### src/rtl/a429_rx_pkg.sv
package a429_rx_pkg;

    localparam int WORD_BITS = 32;
    localparam int HALF_BITS = WORD_BITS / 2;
    localparam int CNT_W     = $clog2(WORD_BITS + 1);

    // Decoded level of the selected comparator pair for one tick sample.
    typedef enum logic [1:0] {
        LVL_NULL = 2'd0,
        LVL_ONE  = 2'd1,
        LVL_ZERO = 2'd2
    } lvl_t;

    // Settings that may only change between words.
    typedef struct packed {
        logic slow;
        logic loop_n;
    } rx_cfg_t;

    // Both-high is not a legal line state and is treated as null.
    function automatic lvl_t lvl_of(input logic one_in, input logic zero_in);
        lvl_t r;
        case ({one_in, zero_in})
            2'b10:   r = LVL_ONE;
            2'b01:   r = LVL_ZERO;
            default: r = LVL_NULL;
        endcase
        return r;
    endfunction

endpackage

### src/rtl/a429_rx_tick.sv
module a429_rx_tick #(
    parameter int HI_DIV = 50,
    parameter int LO_DIV = 400
) (
    input  logic clk,
    input  logic rst,
    input  logic slow,
    output logic tick
);
    localparam int MAXD = (HI_DIV > LO_DIV) ? HI_DIV : LO_DIV;
    localparam int CW   = $clog2(MAXD + 1);

    logic [CW-1:0] cnt;
    logic [CW-1:0] lim;

    always_comb begin
        lim  = slow ? CW'(LO_DIV - 1) : CW'(HI_DIV - 1);
        tick = (cnt >= lim);
    end

    always_ff @(posedge clk) begin
        if (rst) begin
            cnt <= '0;
        end else if (tick) begin
            cnt <= '0;
        end else begin
            cnt <= cnt + 1'b1;
        end
    end

endmodule

### src/rtl/a429_rx_bitdet.sv
module a429_rx_bitdet
    import a429_rx_pkg::*;
#(
    parameter int OVS      = 10,
    parameter int GAP_BITS = 4
) (
    input  logic clk,
    input  logic rst,
    input  logic tick,
    input  lvl_t lvl_in,
    output logic bit_vld,
    output logic bit_val,
    output logic gap_pulse,
    output logic idle
);
    localparam int GAP_TICKS = OVS * GAP_BITS;
    localparam int GW        = $clog2(GAP_TICKS + 1);

    lvl_t          h0, h1;     // previous two tick samples
    logic          armed;      // a null has been seen since the last bit
    logic [GW-1:0] null_run;

    assign idle = (null_run == GW'(GAP_TICKS));

    always_ff @(posedge clk) begin
        if (rst) begin
            h0        <= LVL_NULL;
            h1        <= LVL_NULL;
            armed     <= 1'b1;
            bit_vld   <= 1'b0;
            bit_val   <= 1'b0;
            gap_pulse <= 1'b0;
            null_run  <= GW'(GAP_TICKS);
        end else begin
            bit_vld   <= 1'b0;
            gap_pulse <= 1'b0;
            if (tick) begin
                h0 <= lvl_in;
                h1 <= h0;
                if (lvl_in == LVL_NULL) begin
                    armed <= 1'b1;
                    if (null_run < GW'(GAP_TICKS)) begin
                        null_run <= null_run + 1'b1;
                    end
                    if (null_run == GW'(GAP_TICKS - 1)) begin
                        gap_pulse <= 1'b1;
                    end
                end else begin
                    null_run <= '0;
                    // detected two ticks ago, confirmed now
                    if (armed && lvl_in == h0 && lvl_in == h1) begin
                        bit_vld <= 1'b1;
                        bit_val <= (lvl_in == LVL_ONE);
                        armed   <= 1'b0;
                    end
                end
            end
        end
    end

    assert_bit_single_R3: assert property (@(posedge clk) disable iff (rst)
        bit_vld |=> !bit_vld);

    assert_bit_not_idle_R7: assert property (@(posedge clk) disable iff (rst)
        bit_vld |-> !idle);

    assert_gap_sets_idle_R7: assert property (@(posedge clk) disable iff (rst)
        gap_pulse |-> idle);

endmodule

### src/rtl/a429_rx_framer.sv
module a429_rx_framer
    import a429_rx_pkg::*;
(
    input  logic                 clk,
    input  logic                 rst,
    input  logic                 bit_vld,
    input  logic                 bit_val,
    input  logic                 gap_pulse,
    output logic [WORD_BITS-1:0] word_q,
    output logic                 par_q,
    output logic                 word_rdy
);
    logic [CNT_W-1:0]     count;
    logic [WORD_BITS-1:0] sh;
    logic [WORD_BITS-1:0] sh_next;

    // first received bit ends up at index 0
    assign sh_next = {bit_val, sh[WORD_BITS-1:1]};

    always_ff @(posedge clk) begin
        if (rst) begin
            count    <= '0;
            sh       <= '0;
            word_q   <= '0;
            par_q    <= 1'b0;
            word_rdy <= 1'b0;
        end else begin
            word_rdy <= 1'b0;
            if (gap_pulse) begin
                count <= '0;
            end else if (bit_vld && count < CNT_W'(WORD_BITS)) begin
                sh    <= sh_next;
                count <= count + 1'b1;
                if (count == CNT_W'(WORD_BITS - 1)) begin
                    word_q   <= sh_next;
                    par_q    <= ~(^sh_next);
                    word_rdy <= 1'b1;
                end
            end
        end
    end

    assert_rdy_pulse_R5: assert property (@(posedge clk) disable iff (rst)
        word_rdy |=> !word_rdy);

    assert_rdy_follows_bit_R5: assert property (@(posedge clk) disable iff (rst)
        word_rdy |-> $past(bit_vld));

    assert_word_held_R5: assert property (@(posedge clk) disable iff (rst)
        !word_rdy |-> (word_q == $past(word_q) && par_q == $past(par_q)));

endmodule

### src/rtl/a429_rx_decoder.sv
module a429_rx_decoder
    import a429_rx_pkg::*;
#(
    parameter int OVS      = 10,
    parameter int GAP_BITS = 4,
    parameter int HI_DIV   = 50,
    parameter int LO_DIV   = 400,
    parameter bit INV_LOOP = 1'b0
) (
    input  logic                 clk,
    input  logic                 rst,
    input  logic                 speed_lo,
    input  logic                 loop_n,
    input  logic                 line_one,
    input  logic                 line_zero,
    input  logic                 st_one,
    input  logic                 st_zero,
    output logic [HALF_BITS-1:0] word1,
    output logic [HALF_BITS-1:0] word2,
    output logic                 par_err,
    output logic                 word_rdy
);
    rx_cfg_t              cfg_q;
    logic                 st_one_eff, st_zero_eff;
    logic                 sel_one, sel_zero;
    lvl_t                 lvl_in;
    logic                 tick, bit_vld, bit_val, gap_pulse, idle;
    logic [WORD_BITS-1:0] word_q;

    generate
        if (INV_LOOP) begin : g_loop_inv
            assign st_one_eff  = st_zero;
            assign st_zero_eff = st_one;
        end else begin : g_loop_dir
            assign st_one_eff  = st_one;
            assign st_zero_eff = st_zero;
        end
    endgenerate

    always_comb begin
        sel_one  = cfg_q.loop_n ? line_one  : st_one_eff;
        sel_zero = cfg_q.loop_n ? line_zero : st_zero_eff;
        lvl_in   = lvl_of(sel_one, sel_zero);
    end

    always_ff @(posedge clk) begin
        if (rst) begin
            cfg_q.slow   <= 1'b0;
            cfg_q.loop_n <= 1'b1;
        end else if (idle) begin
            cfg_q.slow   <= speed_lo;
            cfg_q.loop_n <= loop_n;
        end
    end

    a429_rx_tick #(
        .HI_DIV (HI_DIV),
        .LO_DIV (LO_DIV)
    ) u_tick (
        .clk  (clk),
        .rst  (rst),
        .slow (cfg_q.slow),
        .tick (tick)
    );

    a429_rx_bitdet #(
        .OVS      (OVS),
        .GAP_BITS (GAP_BITS)
    ) u_bitdet (
        .clk       (clk),
        .rst       (rst),
        .tick      (tick),
        .lvl_in    (lvl_in),
        .bit_vld   (bit_vld),
        .bit_val   (bit_val),
        .gap_pulse (gap_pulse),
        .idle      (idle)
    );

    a429_rx_framer u_framer (
        .clk       (clk),
        .rst       (rst),
        .bit_vld   (bit_vld),
        .bit_val   (bit_val),
        .gap_pulse (gap_pulse),
        .word_q    (word_q),
        .par_q     (par_err),
        .word_rdy  (word_rdy)
    );

    assign word1 = word_q[HALF_BITS-1:0];
    assign word2 = word_q[WORD_BITS-1:HALF_BITS];

    assert_cfg_held_busy_R12: assert property (@(posedge clk) disable iff (rst)
        !idle |=> $stable(cfg_q));

    assert_rdy_not_idle_R7: assert property (@(posedge clk) disable iff (rst)
        word_rdy |-> !idle);

endmodule

### config.mk
export PLATFORM = sky130hd
export DESIGN_NAME = a429_rx_decoder
export DESIGN_NICKNAME = d
export VERILOG_FILES = /design/src/rtl/a429_rx_pkg.sv /design/src/rtl/a429_rx_tick.sv /design/src/rtl/a429_rx_bitdet.sv /design/src/rtl/a429_rx_framer.sv /design/src/rtl/a429_rx_decoder.sv
export SDC_FILE = /design/constraint.sdc
export NUM_CORES = 1
export LEC_CHECK = 0
export CAP_MARGIN = 20
export CELL_PAD_IN_SITES_DETAIL_PLACEMENT = 1
export CELL_PAD_IN_SITES_GLOBAL_PLACEMENT = 2
export CORE_UTILIZATION = 23
export DETAILED_ROUTE_END_ITERATION = 8
export PLACE_DENSITY_LB_ADDON = 0.1
export SKIP_LAST_GASP = 1
export SLEW_MARGIN = 20
export SYNTH_ARGS = -nofsm -noshare
export SYNTH_HDL_FRONTEND = slang
export SYNTH_HIERARCHICAL = 1
export SYNTH_SLANG_ARGS = --single-unit
### constraint.sdc
create_clock -name clk -period 6.55 [get_ports clk]
set_input_delay 0.9825 -clock clk [delete_from_list [all_inputs] [get_ports clk]]
set_output_delay 0.9825 -clock clk [all_outputs]
set_load 0.01 [all_outputs]
**Yosys cells after proc, flatten, opt, wreduce, memory -nomap -nowiden**

Cells that the tools add are included.

- Register bits after elaboration: 97
- Output and inout port bits: 34
- Logic and storage cells: 62
- Input port bits: 8

- Add/subtract/negate cells: 3
- Eq/ne operators: 9
- Reductions and logical operators: 16
- Muxes and demuxes: 11
- Bitwise gates (word level): 5
- $lt $le $gt $ge: 3

Operators by type and width:

| operator | count |
|---|---|
| $reduce_xor 32->1 | 1 |
| $add 6x1->6 const B | 2 |
| $eq 6x6->1 const B | 2 |
| $lt 6x6->1 const B | 2 |
| $mux 6 | 2 |
| $add 9x1->9 const B | 1 |
| $ge 9x9->1 | 1 |
| $mux 9 | 1 |
| $reduce_or 3->1 | 3 |
| $mux 1 | 7 |
| $eq 6x5->1 const B | 1 |
| $reduce_and 2->1 | 3 |
| $reduce_and 3->1 | 2 |
| $not 1->1 | 5 |
| $eq 2x1->1 const B | 2 |
| $eq 2x2->1 | 2 |
| $pmux 2 s2 | 1 |
| $reduce_or 2->1 | 2 |
| $logic_and 1x1->1 | 3 |
| $eq 2x2->1 const B | 1 |
| $logic_not 2->1 | 1 |
| $ne 2x2->1 const B | 1 |
| $reduce_bool 2->1 | 1 |

**Logic depth before layout (Yosys ltp)**

Gate-level depths: netlist of the first run.

- Depth after elaboration: 8
- Gate-level depth with buffers: 9
- Depth with buffers taken out: 8

**Modules after synthesis**

The synthesis of the first run kept the hierarchy.

By module, submodules not included:

| module | seq. area each (um^2) | area each (um^2) | cells an instance | times used |
|---|---|---|---|---|
| a429_rx_framer | 1,421.4 | 2,783.9 | 342 | 1 |
| a429_rx_bitdet | 280.3 | 742.0 | 76 | 1 |
| a429_rx_tick | 180.2 | 523.0 | 56 | 1 |
| a429_rx_decoder | 40.0 | 102.6 | 12 | 1 |

**Least setup slack after synthesis of the first run**

No wires, ideal clock.

- Path kind: input-to-reg
- From: in st_zero
- To: reg u_bitdet.armed
- Arrival: 2,209 ps
- Setup slack: 4,219 ps
- Stages on the path: 5
- Library setup time: 122 ps
- Buffers on the path: 0
- Data required time: 6,428 ps
- Cells stage by stage: inv_1 > o32ai_1 > and3_4 > o221ai_2 > a221o_1

- Longest elaborated chain between the ends: 8
- Elaborated cells on any way between the ends: 12
- Classes of those cells: eq/ne (4); mux (3); reduce/logical (5)

Ends and longest elaborated chain:

| what | RTL line | source |
|---|---|---|
| start, declared | a429_rx_decoder.sv:17 | `input logic st_zero,` |
| $mux 1 * | a429_rx_decoder.sv:42 | `sel_zero = cfg_q.loop_n ? line_zero : st_zero_eff;` |
| $eq 2x1->1 or $eq 2x2->1 (tied branches) | a429_rx_pkg.sv:23 | `case ({one_in, zero_in})` |
| $pmux 2 s2 * | a429_rx_pkg.sv:23 |  |
| named net lvl_in[1] | a429_rx_decoder.sv:26 | `lvl_t lvl_in;` |
| $eq 2x2->1 | a429_rx_bitdet.sv:51 | `if (armed && lvl_in == h0 && lvl_in == h1) begin` |
| $logic_and 1x1->1 (2 in series) | a429_rx_bitdet.sv:51 |  |
| $reduce_bool 2->1 (no source line) | - |  |
| $reduce_and 2->1 (no source line) | - |  |
| end signal, assigned | a429_rx_bitdet.sv:29 | `armed <= 1'b1;` |
| end signal, assigned | a429_rx_bitdet.sv:41 | `armed <= 1'b1;` |
| end signal, assigned | a429_rx_bitdet.sv:54 | `armed <= 1'b0;` |
| end, declared | a429_rx_bitdet.sv:20 | `logic armed;` |

Mark *: on every way through the listed nets, which the timed path passes. The rest lies on a longest branch.
A chain may end at the register's enable or synchronous reset.

**Final worst setup path of the first run**

- From: in st_zero
- To: reg u_bitdet.null_run[3]

- Longest elaborated chain between the ends: 6
- Elaborated cells on any way between the ends: 8
- Classes of those cells: eq/ne (3); mux (3); reduce/logical (2)

Ends and longest elaborated chain:

| what | RTL line | source |
|---|---|---|
| $mux 1 * | a429_rx_decoder.sv:42 |  |
| $eq 2x1->1 or $eq 2x2->1 (tied branches) | a429_rx_pkg.sv:23 |  |
| $pmux 2 s2 * | a429_rx_pkg.sv:23 |  |
| named net lvl_in[1] | a429_rx_decoder.sv:26 |  |
| $logic_not 2->1 * | a429_rx_bitdet.sv:40 | `if (lvl_in == LVL_NULL) begin` |
| $ne 2x2->1 (no source line) | - |  |
| $reduce_and 2->1 (no source line) | - |  |
| end signal, assigned | a429_rx_bitdet.sv:33 | `null_run <= GW'(GAP_TICKS);` |
| end signal, assigned | a429_rx_bitdet.sv:43 | `null_run <= null_run + 1'b1;` |
| end, declared | a429_rx_bitdet.sv:21 | `logic [GW-1:0] null_run;` |

Marked as above.

==> flow_summary.json, run 1 <==
{
  "grt_pass1_wl_um": 16900,
  "achievable_frequency_ghz": 0.366,
  "detailed_place.area_mm2": 0.00472,
  "clock_path_buffers": 2,
  "critical_path.startpoint_type": "input pin",
  "max-vdd-ir-drop_uv": 143,
  "detailroute.via_count": 3310,
  "synth_area_leader_cell": "sky130_fd_sc_hd__dfxtp_1",
  "critPathTopFamily": "compound AO/OA/AOI/OAI gates",
  "stdcell_area_mm2": 0.00504,
  "synth.net_count": 505,
  "die_width_um": 136,
  "worst_hold_path.num_cells": 2,
  "grt_pass1_vias": 3462,
  "cts_buf_count": 9,
  "totalNegativeSetupSlack_ns": 0,
  "grt_start_max_net_pins": 84,
  "hold_path_class": "reg -> reg",
  "placement_rows": 48,
  "finalHoldWorstSlack_ns": 0.455,
  "mean_instance_size_in_the_synthesized_netlist_um2": 8.54,
  "cts_resizes": 0,
  "clkLatencyLatePin_ns": 0.34,
  "dp_hpwl_um": 6440,
  "globalRouteTotalUtil": 0.116,
  "post_layout_nonfiller_instances": 745,
  "status": "finished clean",
  "area_growth_syn_to_layout_pct": 21.5,
  "timing.critical_path.buf_inv": 2,
  "layout.filler_cells": 2030,
  "floorplan.die_area_mm2": 0.0186,
  "cts_root_buffer": "sky130_fd_sc_hd__clkbuf_16",
  "buffer_ports.inserted": 41,
  "cts_clk_pin_slew_worst_paths_ns": 0.06,
  "clock_sink_count": 96,
  "slew_headroom": 0.392,
  "synth_flop_cell": "sky130_fd_sc_hd__dfxtp_1",
  "ys.warnings.count": 6,
  "netlist-cell-type-count": 48,
  "finalCritPeriodShare": 0.418,
  "insertedDiodeCount": 0,
  "post-route-drc-count": 0,
  "synth-edff-count": 0,
  "period_minus_slack_ns": 2.74,
  "ys_ff_latch": 96,
  "yosysSeqAreaShare": 0.463,
  "io_pins": 42,
  "rsz0062_at_grt": "no",
  "vias_per_cell": 4.44,
  "timing.setup.critical_path_class": "in -> reg",
  "critPathSlowestCell": "sky130_fd_sc_hd__o32ai_1",
  "place_inst": 730,
  "max_cap_viol_count": 0,
  "worstSetupEndpointType": "register",
  "drt_wl_total_um": 9950,
  "drive_gt1_frac": 0.0615,
  "drtPass1Iterations": 4,
  "clock_tree_from_tritoncts": "done",
  "post_synthesis_cells": 486,
  "synth_top_cell_area_share": 0.463,
  "crit_path_max_incr_delay_ns": 0.67,
  "ys_top_cells_by_area": "sky130_fd_sc_hd__dfxtp_1, sky130_fd_sc_hd__nand2_1, sky130_fd_sc_hd__a21oi_1, sky130_fd_sc_hd__xnor2_1, sky130_fd_sc_hd__ha_1",
  "finalWeightedCongestion": 0.704,
  "worst-path-max-fanout": 10,
  "total_of_hold_buffers_inserted_after_clock_tree_synthesis": 0,
  "tightest_slew_ns": 0.912,
  "fin_nets": 535,
  "postCtsSetupRepairBufs": 0,
  "synthArstFlopShare": 0,
  "setup_slack_ns": 3.81,
  "reg2regPathDepth": 6,
  "critPathArrivalTime_ns": 2.96,
  "cellPowerDensity_mw_per_mm2": 239,
  "setup_viol_count_final": 0,
  "routedWlPerCell_um": 13.4,
  "detail-route-antenna-nets": 0,
  "gr-total-overflow": 0,
  "die_height_um": 136,
  "synthesized_cell_area_mm2": 0.00415,
  "drt_iter0_markers": 114,
  "dp_worst_setup_slack_ns": 3.42,
  "timing.final.max_slew_violations": 0,
  "cp.depth": 6,
  "finalHoldViolations": 0,
  "cp.required_ns": 6.78,
  "leakagePower_nw": 1.71,
  "core_area_mm2": 0.0175,
  "antenna_found_initial": 0,
  "critical_path.cell_chain": "clkdlybuf4s50_1 -> inv_1 -> o32ai_1 -> nor2_2 -> a2111oi_2 -> nor3_1",
  "cts_max_level": 3,
  "fin_skew_ns": 0.00403,
  "initial_utilization": 0.238
}
[sequential cells by signal, summed over array words and instances, names as in the netlist]
name,cells
u_bitdet/bit_val,1
u_framer/word_rdy,1
u_framer/word_q,32
u_bitdet/armed,1
u_bitdet/gap_pulse,1
u_framer/par_q,1
u_bitdet/h0,2
u_tick/cnt,9
u_bitdet/h1,2
u_bitdet/null_run,6
cfg_q,2
u_bitdet/bit_vld,1
u_framer/sh,31
u_framer/count,6
[final cells by class]
| cell class | count | area (um2) | area share |
|---|---|---|---|
| clock buffer | 12 | 256 | 0.0509 |
| clock inverter | 3 | 65.1 | 0.0129 |
| inverter | 9 | 33.8 | 0.00670 |
| multi-input combinational | 355 | 2050 | 0.406 |
| sequential | 96 | 1920 | 0.381 |
| tap | 225 | 282 | 0.0558 |
| timing repair buffer | 45 | 435 | 0.0863 |
[cells in the mapped netlist (2+ instances only)]
library cell,instances
sky130_fd_sc_hd__nand2b_1,2
sky130_fd_sc_hd__buf_6,4
sky130_fd_sc_hd__and2_1,2
sky130_fd_sc_hd__nand4_1,5
sky130_fd_sc_hd__nand3_1,10
sky130_fd_sc_hd__nor2_1,27
sky130_fd_sc_hd__inv_1,9
sky130_fd_sc_hd__and4_1,3
sky130_fd_sc_hd__nor2b_1,2
sky130_fd_sc_hd__xor2_1,10
sky130_fd_sc_hd__nor3_1,2
sky130_fd_sc_hd__o211ai_1,2
sky130_fd_sc_hd__and3_4,2
sky130_fd_sc_hd__mux2i_1,9
sky130_fd_sc_hd__buf_2,3
sky130_fd_sc_hd__clkbuf_1,15
sky130_fd_sc_hd__nand2_1,133
sky130_fd_sc_hd__xnor2_1,32
sky130_fd_sc_hd__a21o_1,4
sky130_fd_sc_hd__ha_1,11
sky130_fd_sc_hd__a21oi_1,66
sky130_fd_sc_hd__o32ai_1,3
sky130_fd_sc_hd__nor3_2,2
sky130_fd_sc_hd__buf_4,4
sky130_fd_sc_hd__nor3b_1,3
sky130_fd_sc_hd__nand3b_1,4
sky130_fd_sc_hd__dfxtp_1,96
[where the power goes]
part	switching [W]	leakage (nW)	internal [W]
registers	0.00000369	0.774	0.000587
logic	0.0000245	0.776	0.0000131
clock network	0.000223	0.159	0.000353
total	0.000251	1.71	0.000953
[through the flow]
step	utilization	power, W
6_report	0.289	0.00120
5_1_grt	0.289	0.00125
4_1_cts	0.289	0.00124
3_5_place_dp	0.270	0.000642
3_3_place_gp	0.270	0.000641
2_1_floorplan	-	0.000628
[cells by family after synthesis]
family	count (synthesis)	share of synthesized area
AND/OR/NAND/NOR	204	0.219
buffers and inverters	35	0.0434
adder cells (fa/ha/maj)	11	0.0332
XOR/XNOR	42	0.0886
AO/OA/AOI/OAI	89	0.131
flip-flops	96	0.463
multiplexers	9	0.0217
[cells in the final DEF, fill, tap and decap left out, types with 4 or more instances in the layout]
cell type,count
sky130_fd_sc_hd__clkdlybuf4s50_1,40
sky130_fd_sc_hd__nand2_1,133
sky130_fd_sc_hd__nand3b_1,4
sky130_fd_sc_hd__a21oi_1,66
sky130_fd_sc_hd__xor2_1,10
sky130_fd_sc_hd__ha_1,11
sky130_fd_sc_hd__mux2i_1,9
sky130_fd_sc_hd__nor2_1,27
sky130_fd_sc_hd__inv_1,9
sky130_fd_sc_hd__nand3_1,10
sky130_fd_sc_hd__nand4_1,5
sky130_fd_sc_hd__dfxtp_1,96
sky130_fd_sc_hd__buf_4,4
sky130_fd_sc_hd__a21o_1,4
sky130_fd_sc_hd__clkbuf_16,9
sky130_fd_sc_hd__xnor2_1,32
[worst register-to-register path, stage by stage (launching register included)]
cell	delay (ns)
sky130_fd_sc_hd__dfxtp_1	0.32
sky130_fd_sc_hd__nor2b_1	0.47
sky130_fd_sc_hd__nor2b_4	0.79
sky130_fd_sc_hd__and4_1	0.30
sky130_fd_sc_hd__buf_4	0.34
sky130_fd_sc_hd__nor3b_1	0.13
sky130_fd_sc_hd__a21o_1	0.19
[per-layer routing]
layer  part of all wire  up-vias  GRT usage
li1                   -     1685          -
met1               0.50     1579      0.143
met2               0.46       35      0.195
met4              0.020        0     0.0593
met3              0.021       11     0.0179
met5                  0        -          0
[worst paths after layout]
path / start / endpoint / slack (ns)
worst max register to register: u_bitdet/bit_vld$_SDFF_PP0_ / u_framer/par_q$_SDFFE_PP0P_ / 3.91
worst min register to register: u_framer/word_q[15]$_SDFFE_PP0P_ / u_framer/word_q[15]$_SDFFE_PP0P_ / 0.45
worst min-delay path: u_framer/word_q[15]$_SDFFE_PP0P_ / u_framer/word_q[15]$_SDFFE_PP0P_ / 0.45
worst max-delay path: st_zero / u_bitdet/null_run[3]$_SDFFE_PP1P_ / 3.81
Power figures use the tool's default switching activity.
==> run 2, diff against run 1 <==
clock period = 2.5 ns   (was 6.55 ns; I/O delays follow)
==> flow_summary.json, run 2 (same netlist as run 1, synthesis figures left out) <==
{
  "antenna_found_initial": 0,
  "max_flop_register": "u_framer/word_q",
  "worst-path-max-fanout": 8,
  "total_of_hold_buffers_inserted_after_clock_tree_synthesis": 0,
  "critical_path.startpoint_type": "register",
  "area_growth_syn_to_layout_pct": 22.4,
  "grt_pass1_wl_um": 16900,
  "final_common_cell": "sky130_fd_sc_hd__nand2_1",
  "leakagePower_nw": 1.73,
  "comb_power_share": 0.034,
  "placement_rows": 48,
  "floorplan.die_area_mm2": 0.0186,
  "largest_register_ffs": 32,
  "p_switching_w": 0.000674,
  "routedWlPerCell_um": 13.5,
  "drt_wl_total_um": 10100,
  "initial_utilization": 0.238,
  "largestRegisters": "u_framer/word_q x32, u_framer/sh x31, u_tick/cnt x9",
  "cts_resizes": 0,
  "tightest_slew_ns": 0.622,
  "clkLatencyLatePin_ns": 0.35,
  "die_height_um": 136,
  "achievable_frequency_ghz": 0.425,
  "drt_iter0_markers": 109,
  "dp_worst_setup_slack_ns": 0.0990,
  "insertedDiodeCount": 0,
  "cts_clk_pin_slew_worst_paths_ns": 0.06,
  "globalRouteTotalUtil": 0.119,
  "buffer_ports.inserted": 41,
  "gr-total-overflow": 0,
  "critPathArrivalTime_ns": 2.59,
  "drive_gt1_frac": 0.0721,
  "max-vdd-ir-drop_uv": 308,
  "cts_max_level": 3,
  "timing.setup.critical_path_class": "reg -> reg",
  "setup_slack_ns": 0.148,
  "mostFrequentLayoutCells": "sky130_fd_sc_hd__nand2_1, sky130_fd_sc_hd__dfxtp_1, sky130_fd_sc_hd__a21oi_1",
  "grt_pass1_vias": 3373,
  "post-route-drc-count": 0,
  "power.clock.fraction": 0.465,
  "clock_path_buffers": 2,
  "detailroute.via_count": 3315,
  "grt_start_max_net_pins": 38,
  "fin_skew_ns": 0.00652,
  "setup_viol_count_final": 0,
  "power.share.sequential": 0.501,
  "report.power.total_w": 0.00308,
  "cts_buf_count": 9,
  "hold_path_class": "reg -> reg",
  "drtPass1Iterations": 4,
  "power_switching_share": 0.218,
  "slew_headroom": 0.584,
  "finalWeightedCongestion": 0.736,
  "timing.final.max_slew_violations": 0,
  "io_pins": 42,
  "die_width_um": 136,
  "core_area_mm2": 0.0175,
  "clock_sink_count": 96,
  "finalCritPeriodShare": 0.941,
  "worstSetupEndpointType": "register",
  "clock_tree_from_tritoncts": "done",
  "cts_root_buffer": "sky130_fd_sc_hd__clkbuf_16",
  "cellPowerDensity_mw_per_mm2": 607,
  "max_cap_viol_count": 0,
  "p_int_w": 0.00241,
  "period_minus_slack_ns": 2.35,
  "cp.required_ns": 2.74,
  "finalHoldViolations": 0,
  "dp_hpwl_um": 6710,
  "postCtsSetupRepairBufs": 0,
  "status": "finished clean",
  "detail-route-antenna-nets": 0,
  "fin_nets": 541,
  "vias_per_cell": 4.41
}
run 2: cell count changes in the layout (fill, tap and decap cells not counted), sizes merged:
cell | previous run | this run
clkinvlp | 0 | 1
bufinv | 2 | 1
buf | 5 | 11
clkinv | 1 | 0
clkbuf | 12 | 14
run 2: metrics by stage:
| stage | util | TNS (ns) | cells | hold slack (ns) | area, um2 |
|---|---|---|---|---|---|
| 3_3_place_gp | 0.273 | 0 | 736 | 0.444 | 4780 |
| 6_report | 0.291 | 0 | 752 | 0.453 | 5080 |
| 4_1_cts | 0.291 | 0 | 752 | 0.458 | 5080 |
| 2_1_floorplan | - | 0 | 486 | 0.425 | 4150 |
| 5_1_grt | 0.291 | -0.000878 | 752 | 0.476 | 5080 |
| 3_5_place_dp | 0.273 | 0 | 736 | 0.448 | 4780 |
run 2: final timing paths:
kind | depth (start not counted) | from | end | slack, ns
setup / recovery | 8 | cfg_q[1]$_SDFFE_PP0P_ | u_bitdet/null_run[5]$_SDFFE_PP1P_ | 0.15
hold / removal | 2 | u_framer/word_q[15]$_SDFFE_PP0P_ | u_framer/word_q[15]$_SDFFE_PP0P_ | 0.45
setup reg to reg | 8 | cfg_q[1]$_SDFFE_PP0P_ | u_bitdet/null_run[5]$_SDFFE_PP1P_ | 0.15
hold reg to reg | 2 | u_framer/word_q[15]$_SDFFE_PP0P_ | u_framer/word_q[15]$_SDFFE_PP0P_ | 0.45
run 2: routing by layer:
metal / GRT usage / wire length (um) / vias up
met1: 0.147 / 4940 / 1576
li1: - / - / 1692
met2: 0.196 / 4780 / 36
met4: 0.0611 / 189 / 0
met3: 0.0231 / 229 / 11
met5: 0 / 0 / -
run 2: layout make-up:
cell class	instances	area, um2
multi-input cells	355	2050
repair buffers	51	493
clock inverters	2	37.5
well taps	225	282
fillers	2013	12400
flip-flops and latches	96	1920
clock buffers	14	264
inverters	9	33.8
run 2: worst max-delay path: stages (launching register included):
cell                       delay, ns
sky130_fd_sc_hd__dfxtp_2        0.36
sky130_fd_sc_hd__inv_1          0.10
sky130_fd_sc_hd__ha_1           0.32
sky130_fd_sc_hd__and3_2         0.20
sky130_fd_sc_hd__o2111a_1       0.26
sky130_fd_sc_hd__a211o_2        0.40
sky130_fd_sc_hd__and4_1         0.21
sky130_fd_sc_hd__a31o_2         0.24
sky130_fd_sc_hd__a21o_1         0.16
run 2: power by group through the flow:
| stage | registers, W | logic [W] | clock network (W) |
|---|---|---|---|
| after global placement | 0.00158 | 0.000108 | 0 |
| after floorplan | 0.00158 | 0.0000683 | 0 |
| final | 0.00154 | 0.000106 | 0.00143 |
| after CTS | 0.00154 | 0.000110 | 0.00151 |
| after detailed placement | 0.00158 | 0.000109 | 0 |
| after global routing | 0.00155 | 0.000120 | 0.00156 |
==> run 3, diff against run 2 <==
REMOVE_ABC_BUFFERS = 1   (was default)
==> flow_summary.json, run 3 (same netlist as run 1, synthesis figures left out) <==
{
  "status": "finished clean",
  "cts_max_level": 3,
  "detailroute.via_count": 3345,
  "largest_register_ffs": 32,
  "clock_tree_from_tritoncts": "done",
  "critPathLaunch": "cfg_q[1]$_SDFFE_PP0P_",
  "cts_root_buffer": "sky130_fd_sc_hd__clkbuf_16",
  "critPathSlowestCell": "sky130_fd_sc_hd__a211o_2",
  "finalWeightedCongestion": 0.753,
  "max_cap_viol_count": 0,
  "critPathArrivalTime_ns": 2.57,
  "io_pins": 42,
  "hold_path_class": "in -> reg",
  "drtPass1Iterations": 4,
  "reg2regPathDepth": 8,
  "finalHoldViolations": 0,
  "gr-total-overflow": 0,
  "insertedDiodeCount": 0,
  "dp_hpwl_um": 6570,
  "post-route-drc-count": 0,
  "slew_headroom": 0.647,
  "achievable_frequency_ghz": 0.430,
  "drt_iter0_markers": 91,
  "die_width_um": 136,
  "max_flop_register": "u_framer/word_q",
  "mostFrequentLayoutCells": "sky130_fd_sc_hd__nand2_1, sky130_fd_sc_hd__dfxtp_1, sky130_fd_sc_hd__a21oi_1",
  "period_minus_slack_ns": 2.33,
  "leakagePower_nw": 1.74,
  "fin_skew_ns": 0.00469,
  "cp.required_ns": 2.74,
  "cts_buf_count": 9,
  "cellPowerDensity_mw_per_mm2": 600,
  "floorplan.die_area_mm2": 0.0186,
  "core_area_mm2": 0.0175,
  "setup_slack_ns": 0.175,
  "max-vdd-ir-drop_uv": 314,
  "antenna_found_initial": 0,
  "final_common_cell": "sky130_fd_sc_hd__nand2_1",
  "timing.critical_path.buf_inv": 1,
  "worstSetupEndpointType": "register",
  "drt_wl_total_um": 10000,
  "total_of_hold_buffers_inserted_after_clock_tree_synthesis": 0,
  "critPathTopFamily": "compound AO/OA/AOI/OAI gates",
  "critical_path.startpoint_type": "register",
  "r2r_slack_ns": 0.17,
  "layout.filler_cells": 2039,
  "grt_pass1_vias": 3386,
  "fin_nets": 543,
  "globalRouteTotalUtil": 0.116,
  "worst-path-max-fanout": 6,
  "postCtsSetupRepairBufs": 0,
  "rsz0062_at_grt": "no",
  "area_growth_syn_to_layout_pct": 22.2,
  "clock_sink_count": 96,
  "grt_start_max_net_pins": 49,
  "detail-route-antenna-nets": 0,
  "placement_rows": 48,
  "critical_path.cell_chain": "inv_1 -> ha_1 -> and3_2 -> o2111a_1 -> a211o_2 -> and4_1 -> a31o_2 -> a21o_1",
  "clock_path_buffers": 2,
  "cp.depth": 8,
  "timing.setup.critical_path_class": "reg -> reg",
  "initial_utilization": 0.238,
  "stdcell_area_mm2": 0.00507,
  "detailed_place.area_mm2": 0.00478,
  "timing.final.max_slew_violations": 0,
  "clkLatencyLatePin_ns": 0.34,
  "r2r_start": "cfg_q[1]$_SDFFE_PP0P_",
  "buffer_ports.inserted": 41,
  "tightest_slew_ns": 0.526,
  "worstSetupEndpoint": "u_bitdet/null_run[5]$_SDFFE_PP1P_",
  "dp_worst_setup_slack_ns": 0.114,
  "totalNegativeSetupSlack_ns": 0,
  "drive_gt1_frac": 0.0777,
  "regToRegEndpoint": "u_bitdet/null_run[5]$_SDFFE_PP1P_",
  "grt_pass1_wl_um": 16700,
  "vias_per_cell": 4.44,
  "routedWlPerCell_um": 13.3,
  "crit_path_max_incr_delay_ns": 0.37,
  "setup_viol_count_final": 0,
  "largestRegisters": "u_framer/word_q x32, u_framer/sh x31, u_tick/cnt x9",
  "die_height_um": 136,
  "cts_clk_pin_slew_worst_paths_ns": 0.07,
  "finalCritPeriodShare": 0.930
}
[run 3: cell types whose count changed in the layout (fill, tap and decap cells not counted)]
| cell | previous run | this run |
|---|---|---|
| sky130_fd_sc_hd__clkbuf_8 | 2 | 1 |
| sky130_fd_sc_hd__clkinvlp_4 | 1 | 0 |
| sky130_fd_sc_hd__clkinv_2 | 0 | 3 |
| sky130_fd_sc_hd__buf_12 | 1 | 0 |
| sky130_fd_sc_hd__buf_4 | 9 | 12 |
| sky130_fd_sc_hd__clkbuf_1 | 3 | 1 |
[run 3: per-stage QoR]
step	power (W)	hold slack, ns	utilization	cells
2_1_floorplan	0.00163	0.426	-	460
3_3_place_gp	0.00169	0.444	0.274	738
3_5_place_dp	0.00169	0.450	0.274	738
4_1_cts	0.00312	0.317	0.290	753
5_1_grt	0.00319	0.324	0.290	753
6_report	0.00305	0.307	0.290	753
[run 3: worst min path at each step]
| stage | from | endpoint | slack (ns) | cells past startpoint |
|---|---|---|---|---|
| final | rst | cfg_q[1]$_SDFFE_PP0P_ | 0.31 | 2 |
| after global routing | rst | cfg_q[1]$_SDFFE_PP0P_ | 0.32 | 2 |
| after CTS | rst | cfg_q[1]$_SDFFE_PP0P_ | 0.32 | 2 |
| after detailed placement | u_framer/word_q[5]$_SDFFE_PP0P_ | u_framer/word_q[5]$_SDFFE_PP0P_ | 0.45 | 2 |
| after global placement | u_framer/word_q[26]$_SDFFE_PP0P_ | u_framer/word_q[26]$_SDFFE_PP0P_ | 0.44 | 2 |
| after floorplan | u_tick/cnt[0]$_SDFF_PP0_ | u_tick/cnt[0]$_SDFF_PP0_ | 0.43 | 1 |
[run 3: timing repair]
item | CTS | global route
setup endpoints to repair | 0 | 4
endpoints found under the hold margin | 0 | 0
resized for setup | 0 | 1
[run 3: per-layer routing]
| layer | track usage | share of wire |
|---|---|---|
| met3 | 0.0213 | 0.027 |
| met2 | 0.200 | 0.48 |
| met1 | 0.140 | 0.47 |
| met4 | 0.0556 | 0.020 |
| met5 | 0 | 0 |
[run 3: cell type report]
cell class / count / area [um2] / area share
well taps: 225 / 282 / 0.0555
clock inverters: 4 / 45.0 / 0.00888
flip-flops and latches: 96 / 1920 / 0.379
clock buffers: 11 / 243 / 0.0479
inverters: 9 / 33.8 / 0.00666
repair buffers: 53 / 495 / 0.0977
multi-input cells: 355 / 2050 / 0.404
[run 3: worst reg2reg max path, stage by stage (launching register included)]
cell	delay, ns
sky130_fd_sc_hd__dfxtp_2	0.35
sky130_fd_sc_hd__inv_1	0.11
sky130_fd_sc_hd__ha_1	0.32
sky130_fd_sc_hd__and3_2	0.19
sky130_fd_sc_hd__o2111a_1	0.25
sky130_fd_sc_hd__a211o_2	0.37
sky130_fd_sc_hd__and4_1	0.21
sky130_fd_sc_hd__a31o_2	0.24
sky130_fd_sc_hd__a21o_1	0.16
[run 3: where the power goes]
| group | internal, W | switching [W] | total, W |
|---|---|---|---|
| Combinational | 0.0000407 | 0.0000658 | 0.000107 |
| Sequential | 0.00154 | 0.00000843 | 0.00155 |
| Clock | 0.000794 | 0.000600 | 0.00139 |
